**config.mk**
```make
export PLATFORM = sky130hd
export DESIGN_NAME = tmr_cmp_unit
export DESIGN_NICKNAME = d
export VERILOG_FILES = /design/src/rtl/tmr_pkg.sv /design/src/rtl/tmr_count.sv /design/src/rtl/tmr_regs.sv /design/src/rtl/tmr_wave.sv /design/src/rtl/tmr_cmp_unit.sv
export SDC_FILE = /design/constraint.sdc
export NUM_CORES = 1
export LEC_CHECK = 0
export BUFFER_PORTS_ARGS = -buffer_cell sky130_fd_sc_hd__buf_2
export CAP_MARGIN = 5
export CELL_PAD_IN_SITES_DETAIL_PLACEMENT = 2
export CELL_PAD_IN_SITES_GLOBAL_PLACEMENT = 2
export CORE_MARGIN = 5
export CORE_UTILIZATION = 32
export DETAILED_ROUTE_END_ITERATION = 7
export PLACE_DENSITY = 0.89
export REMOVE_ABC_BUFFERS = 1
export SLEW_MARGIN = 10
export SYNTH_ARGS = -nofsm -noshare
export SYNTH_HDL_FRONTEND = slang
export SYNTH_SLANG_ARGS = --single-unit
```
**constraint.sdc**
```tcl
create_clock -name clk -period 1.8 [get_ports clk]
set_input_delay 0 -clock clk [delete_from_list [all_inputs] [get_ports clk]]
set_output_delay 0 -clock clk [all_outputs]
set_load 0.05 [all_outputs]
```
**src/rtl/tmr_pkg.sv**
```systemverilog
package tmr_pkg;

  typedef enum logic [1:0] {
    ACT_HOLD   = 2'b00,
    ACT_TOGGLE = 2'b01,
    ACT_CLEAR  = 2'b10,
    ACT_SET    = 2'b11
  } act_e;

  typedef enum logic [1:0] {
    MODE_FREE  = 2'b00,
    MODE_CTC   = 2'b01,
    MODE_PWM_A = 2'b10,
    MODE_PWM_B = 2'b11
  } mode_e;

  localparam int ADDR_W     = 2;
  localparam logic [ADDR_W-1:0] ADDR_CNT = 2'd0;
  localparam logic [ADDR_W-1:0] ADDR_CMP = 2'd1;
  localparam logic [ADDR_W-1:0] ADDR_CTL = 2'd2;
  localparam logic [ADDR_W-1:0] ADDR_STS = 2'd3;

  localparam int CTL_ACT_LSB  = 0;
  localparam int CTL_MODE_LSB = 2;
  localparam int CTL_FORCE    = 7;
  localparam int STS_FLAG     = 0;

  function automatic logic mode_is_pwm(mode_e m);
    return m[1];
  endfunction

endpackage

```
**src/rtl/tmr_count.sv**
```systemverilog
module tmr_count #(
  parameter int WIDTH = 8
) (
  input  logic             clk,
  input  logic             rst_n,
  input  logic             tick,
  input  logic             load,
  input  logic [WIDTH-1:0] load_val,
  input  logic [WIDTH-1:0] cmp_val,
  input  logic             clr_on_match,
  output logic [WIDTH-1:0] cnt,
  output logic             match_hit
);

  logic [WIDTH-1:0] cnt_q;
  logic             blk_q;
  logic [WIDTH-1:0] cnt_next_tick;

  // a match needs a live tick, an equal compare and no block left by a write
  assign match_hit = tick && !blk_q && (cnt_q == cmp_val);

  always_comb begin
    if (match_hit && clr_on_match) cnt_next_tick = '0;
    else                           cnt_next_tick = cnt_q + WIDTH'(1);
  end

  always_ff @(posedge clk) begin
    if (!rst_n) begin
      cnt_q <= '0;
      blk_q <= 1'b0;
    end else if (load) begin
      // the write wins over a tick and arms the block for the next tick
      cnt_q <= load_val;
      blk_q <= 1'b1;
    end else if (tick) begin
      cnt_q <= cnt_next_tick;
      blk_q <= 1'b0;
    end
  end

  assign cnt = cnt_q;

endmodule

```
**src/rtl/tmr_regs.sv**
```systemverilog
module tmr_regs
  import tmr_pkg::*;
#(
  parameter int WIDTH = 8
) (
  input  logic              clk,
  input  logic              rst_n,
  input  logic              wr_en,
  input  logic [ADDR_W-1:0] wr_addr,
  input  logic [WIDTH-1:0]  wr_data,
  input  logic              match_hit,
  output logic [WIDTH-1:0]  cmp_q,
  output act_e              act_q,
  output mode_e             mode_q,
  output act_e              eff_act,
  output mode_e             eff_mode,
  output logic              force_ev,
  output logic              cnt_ld,
  output logic              flag_q
);

  logic ctl_wr, cmp_wr, sts_wr;
  act_e  wr_act;
  mode_e wr_mode;

  assign ctl_wr = wr_en && (wr_addr == ADDR_CTL);
  assign cmp_wr = wr_en && (wr_addr == ADDR_CMP);
  assign sts_wr = wr_en && (wr_addr == ADDR_STS);
  assign cnt_ld = wr_en && (wr_addr == ADDR_CNT);

  assign wr_act  = act_e'(wr_data[CTL_ACT_LSB +: 2]);
  assign wr_mode = mode_e'(wr_data[CTL_MODE_LSB +: 2]);

  // a control write is seen by this cycle's match and force logic
  assign eff_act  = ctl_wr ? wr_act  : act_q;
  assign eff_mode = ctl_wr ? wr_mode : mode_q;

  // the force strobe is never stored; it only qualifies this write
  assign force_ev = ctl_wr && wr_data[CTL_FORCE] && !mode_is_pwm(wr_mode);

  always_ff @(posedge clk) begin
    if (!rst_n) begin
      cmp_q  <= '0;
      act_q  <= ACT_HOLD;
      mode_q <= MODE_FREE;
    end else begin
      if (cmp_wr) cmp_q <= wr_data;
      if (ctl_wr) begin
        act_q  <= wr_act;
        mode_q <= wr_mode;
      end
    end
  end

  always_ff @(posedge clk) begin
    if (!rst_n)                               flag_q <= 1'b0;
    else if (match_hit)                       flag_q <= 1'b1;
    else if (sts_wr && wr_data[STS_FLAG])     flag_q <= 1'b0;
  end

endmodule

```
**src/rtl/tmr_wave.sv**
```systemverilog
module tmr_wave
  import tmr_pkg::*;
#(
  parameter bit PIN_INIT = 1'b0
) (
  input  logic clk,
  input  logic rst_n,
  input  logic event_hit,
  input  act_e act,
  output logic pin
);

  logic pin_q;
  logic pin_d;

  always_comb begin
    pin_d = pin_q;
    if (event_hit) begin
      unique case (act)
        ACT_HOLD:   pin_d = pin_q;
        ACT_TOGGLE: pin_d = !pin_q;
        ACT_CLEAR:  pin_d = 1'b0;
        ACT_SET:    pin_d = 1'b1;
        default:    pin_d = pin_q;
      endcase
    end
  end

  always_ff @(posedge clk) begin
    if (!rst_n) pin_q <= PIN_INIT;
    else        pin_q <= pin_d;
  end

  assign pin = pin_q;

endmodule

```
**src/rtl/tmr_cmp_unit.sv**
```systemverilog
module tmr_cmp_unit
  import tmr_pkg::*;
#(
  parameter int WIDTH = 8
) (
  input  logic              clk,
  input  logic              rst_n,
  input  logic              tick,
  input  logic              wr_en,
  input  logic [1:0]        wr_addr,
  input  logic [WIDTH-1:0]  wr_data,
  input  logic [1:0]        rd_addr,
  output logic [WIDTH-1:0]  rd_data,
  output logic              cmp_pin,
  output logic              cmp_flag
);

  logic [WIDTH-1:0] cnt_q;
  logic [WIDTH-1:0] cmp_q;
  act_e             act_q, eff_act;
  mode_e            mode_q, eff_mode;
  logic             force_ev, cnt_ld, flag_q, match_hit;
  logic             wave_ev;

  tmr_regs #(.WIDTH(WIDTH)) u_regs (
    .clk       (clk),
    .rst_n     (rst_n),
    .wr_en     (wr_en),
    .wr_addr   (wr_addr),
    .wr_data   (wr_data),
    .match_hit (match_hit),
    .cmp_q     (cmp_q),
    .act_q     (act_q),
    .mode_q    (mode_q),
    .eff_act   (eff_act),
    .eff_mode  (eff_mode),
    .force_ev  (force_ev),
    .cnt_ld    (cnt_ld),
    .flag_q    (flag_q)
  );

  tmr_count #(.WIDTH(WIDTH)) u_count (
    .clk          (clk),
    .rst_n        (rst_n),
    .tick         (tick),
    .load         (cnt_ld),
    .load_val     (wr_data),
    .cmp_val      (cmp_q),
    .clr_on_match (eff_mode == MODE_CTC),
    .cnt          (cnt_q),
    .match_hit    (match_hit)
  );

  assign wave_ev = match_hit || force_ev;

  tmr_wave #(.PIN_INIT(1'b0)) u_wave (
    .clk       (clk),
    .rst_n     (rst_n),
    .event_hit (wave_ev),
    .act       (eff_act),
    .pin       (cmp_pin)
  );

  always_comb begin
    rd_data = '0;
    unique case (rd_addr)
      ADDR_CNT: rd_data = cnt_q;
      ADDR_CMP: rd_data = cmp_q;
      ADDR_CTL: begin
        rd_data[CTL_ACT_LSB  +: 2] = act_q;
        rd_data[CTL_MODE_LSB +: 2] = mode_q;
      end
      ADDR_STS: rd_data[STS_FLAG] = flag_q;
      default:  rd_data = '0;
    endcase
  end

  assign cmp_flag = flag_q;

endmodule

```
* Word level (Yosys, flattened, before mapping)
Cells that the tools add are included.
Widths: inputs -> output; s select.
** Cells by class
- Bitwise gates (word level) :: 1
- Muxes and demuxes :: 13
- Add/sub/neg operators :: 1
- Equal/unequal tests :: 11
- Reduce and logical (&&, ||, !) cells :: 20
** Operators with widths (count)
- $mux 8 :: 3
- $eq 2x2->1 const B :: 6
- $logic_and 1x1->1 :: 10
- $pmux 3 s3 :: 1
- $add 8x1->8 const B :: 1
- $eq 2x1->1 const B :: 4
- $eq 8x8->1 :: 1
- $pmux 4 s2 :: 1
- $logic_not 2->1 :: 3
- $mux 1 :: 4
- $mux 2 :: 2
- $pmux 1 s4 :: 1
- $reduce_bool 2->1 :: 2
- $logic_not 1->1 :: 3
- $pmux 1 s3 :: 1
- $reduce_and 2->1 :: 1
- $logic_or 1x1->1 :: 1
- $not 1->1 :: 1
** Word-level totals
- Bits of input ports :: 16
- Register bits :: 23
- Word-level logic and storage cells :: 53
- Output and inout bits :: 10

* Logic depth before layout (Yosys ltp)
- Depth after elaboration :: 8
- Depth in mapped cells :: 6
- Mapped depth without buffers :: 5

* Cells and area by module
A second synthesis with hierarchy kept.
** Unflattened totals
- Cells, all modules :: 167
- Area, all modules :: 1473.9 um2
** Modules (own cells, without submodules)
- tmr_count :: cells each 81, instances 1, area an instance 660.6 um2, sequential area each 180.2 um2
- tmr_regs :: cells each 60, instances 1, area an instance 590.6 um2, sequential area each 260.2 um2
- tmr_cmp_unit :: cells each 20, instances 1, area an instance 171.4 um2, sequential area each 0.0 um2
- tmr_wave :: cells each 6, instances 1, area an instance 51.3 um2, sequential area each 20.0 um2

* Least setup slack after synthesis
OpenSTA, ideal clock, no wires.
- Path type :: register to output
- From :: reg u_count.cnt_q[2] (netlist: u_count.cnt[2])
- To :: out rd_data[2]
- Cell stages (with the launch flop) :: 4
- Data required time :: 1.800 ns
- Data arrival time :: 1.607 ns
- Path slack :: 0.193 ns
- Cells stage by stage :: dfxtp_1 > buf_2 > mux2i_1 > o21ai_0
** On the way
- Word-level cells in the longest chain between the ends :: 1
** Ends and longest elaborated chain
- start: declaration :: RTL line tmr_count.sv:15 : logic [WIDTH-1:0] cnt_q;
- start signal: assignment :: RTL line tmr_count.sv:33 : cnt_q <= load_val;
- start signal: assignment :: RTL line tmr_count.sv:36 : cnt_q <= cnt_next_tick;
- $pmux 3 s3 :: RTL line tmr_cmp_unit.sv:66 : unique case (rd_addr)
- end: declaration :: RTL line tmr_cmp_unit.sv:13 : output logic [WIDTH-1:0] rd_data,
No other way between the ends.

* Worst setup path in the final report
- From :: reg u_count.cnt_q[5] (netlist: u_count.cnt[5])
- To :: reg u_wave.pin_q (netlist: u_wave.pin)
** On the way
- Word-level cells in the longest chain between the ends :: 4
** Ends and longest elaborated chain
- $eq 8x8->1 :: RTL line tmr_count.sv:20 : assign match_hit = tick && !blk_q && (cnt_q == cmp_val);
- $logic_and 1x1->1 :: RTL line tmr_count.sv:20
- $logic_or 1x1->1 :: RTL line tmr_cmp_unit.sv:54 : assign wave_ev = match_hit || force_ev;
- $reduce_and 2->1 (no line)
- end signal: assignment :: RTL line tmr_wave.sv:31 : else pin_q <= pin_d;
- end: declaration :: RTL line tmr_wave.sv:13 : logic pin_q;
No other way between the ends.
A chain may end at the register's enable or synchronous reset.

==> results.txt <==
Die Footprint - 0.00541 mm^2
Mapped Cells - 149
Lkg Pwr - 0.751 nW
Synth top area share - 0.356
Worst-path clk slew - 0.08 ns
Vias in the first global route - 1384
Synth area leader - dfxtp_1
Setup violators final - 0
Clk buf depth - 2
Post-DP HPWL - 3.14 mm
Top post-synthesis cells by area - dfxtp_1, mux2i_1, nor2_1, xor2_1, a21oi_1
HP Start - wr_data[2]
R2R setup slack - 0.01 ns
Dpl ws - 0.00344 ns
Commonest non-fill, non-tap cell in the layout - buf_2
DR DRC count - 0
Crit end category - flop
CTS buffer count - 3
Post-synth EDFFs - 0
Final Slew Violations - 0
Post-route ant nets - 0
Reg-to-Reg End - u_wave.pin
Yosys Warn Count - 0
Port Buffers - 25
Period minus WS final - 1.79 ns
H-tree levels - 1
Status - finished clean
Fillers - 456
Critical path fanouts, max - 6
Syn Std Cell Area - 0.00129 mm^2
CP startpoint - u_count.cnt[5]
Synth unique cells - 30
Hold-critical path depth - 3
FMAX - 560 MHz
TritonRoute pass-1 iters - 4
Die Y - 73.6 um
First-pass GRT wire length - 6.85 mm
Starting density of the core - 0.325
Synthesized area per cell - 8.67 um^2
Number of diodes - 0
PnR worst setup slack - 0.0149 ns
WS Path Type - flop to flop
Layout area overhead - 24.0%
Via-to-Cell Ratio - 5.29
Site Rows - 23
Final worst path period share - 0.992
Clk root buf - clkbuf_8
Arrival time at the worst endpoint - 1.94 ns
Ys flop type - dfxtp_1
DR iter-0 viols - 49
Overflow after GRT - 0
Slew margin rel. - 0.566
Global router's overall resource usage - 0.166
PD cells - 724 mW/mm^2
Asr flop ratio synth - 0
Via count - 1223
Slew @ Worst Pin - 0.649 ns
Worst vdd ir - 0.238 mV
Chip Width - 73.6 um
Wire per inst - 18.2 um
Hold Crit Endpoint - u_regs.cmp_q[2]
Core area - 0.00397 mm^2
R2R depth - 7
Total Power - 1.16 mW
MaxCap Viol Count - 0
Synth Register Bits - 23
Layout cell share with drive strength beyond 1 - 0.243
Largest net degree at the start of global routing - 19
Startpoint types - flop
Final Hold Viols - 0
Register area share after synthesis - 0.356
Fin Clk Skew - 0.00229 ns
Min-delay worst type - input pin to flop
FF-to-FF Start - u_count.cnt[5]
CTS tree - done
Final wirelength - 4.21 mm
Clock sink total - 23
I/O Pins - 26
Initial antenna violation count - 0
Worst-skew pair later-pin latency - 0.27 ns
CP required - 1.96 ns
Nets - 199
Commonest non-fill, non-tap cells in the layout - buf_2, nor2_1, dfxtp_1
Placer Congestion - 0.777
sequential cells by signal (all words and copies together), names as in the netlist:
register,flops
u_wave.pin,1
u_count.blk_q,1
u_regs.cmp_q,8
u_regs.mode_q,2
u_regs.flag_q,1
u_count.cnt,8
u_regs.act_q,2
worst max-delay path by stage:
stage | endpoint | cells past startpoint
after floorplan | rd_data[2] | 2
after global placement | u_count.cnt[7] | 5
after detailed placement | u_count.cnt[7] | 5
after CTS | u_count.cnt[7] | 5
after global routing | u_wave.pin | 7
final | u_wave.pin | 7
through the flow:
stage / instance area, um^2 / hold WS, ns / cells / setup TNS [ns] / util
5_1_grt: 1600 / 0.0422 / 231 / -1.25 / 0.404
3_5_place_dp: 1500 / 0.278 / 223 / 0 / 0.377
3_3_place_gp: 1500 / 0.254 / 223 / 0 / 0.377
2_1_floorplan: 1260 / 0.144 / 141 / 0 / -
6_report: 1600 / 0.0217 / 231 / 0 / 0.404
4_1_cts: 1570 / 0.00736 / 230 / -0.0102 / 0.396
synth_stat cells, drive strengths merged, types with 2 or more instances:
cell	count
nand2	5
nor3	2
inv	4
buf	4
nor3b	9
mux2i	17
and3	2
a21oi	12
xor2	9
o21ai	5
clkbuf	4
o22ai	7
nand3b	2
xnor2	5
nor2	23
dfxtp	23
nand4	2
nand3	4
layout make-up:
class	instances	area, um^2	area share
inverter	4	15.0	0.00937
tap	50	62.6	0.0390
multi-input combinational	114	803	0.501
timing repair buffer	36	215	0.134
clock buffer	4	45.0	0.0281
sequential	23	462	0.288
worst max-delay path, cell delays in order, from the launching register on:
cell and delay (ns):
dfxtp_1 0.38, xor2_1 0.18, nor3_1 0.30, nand4_1 0.30, buf_4 0.24, buf_4 0.12, nand3_1 0.07, a31oi_1 0.08
power by group:
part | internal, mW | leakage [nW] | switching (mW)
clock network | 0.158 | 0.0228 | 0.175
registers | 0.533 | 0.188 | 0.0231
logic | 0.104 | 0.540 | 0.167
total | 0.795 | 0.751 | 0.366
metal layers:
layer	track usage	vias up	part of all wire
met2	0.278	31	0.48
met4	0.0543	0	0.023
li1	-	590	-
met3	0.0246	10	0.045
met1	0.218	592	0.45
met5	0	-	0
cell families (layout without fill, tap and decap cells):
group           after synthesis  count (layout)  synth area share
compound gates               28              28             0.129
xor+xnor                     14              14            0.0949
fa+ha+maj                     1               1           0.00968
buf+inv                      12              44            0.0387
flops                        23              23             0.356
mux                          18              18             0.149
simple gates                 53              53             0.223
timing repair:
action                                  4_1_cts  5_1_grt
endpoints found under the setup margin        1        9
gates cloned                                  0        0
pin swaps                                     0        3
buffers inserted                              0        1
gates resized for setup                       0        5
hold buffers                                  3        0
endpoints found under the hold margin         3        0
No activity file was read; power rests on OpenSTA's default activity.
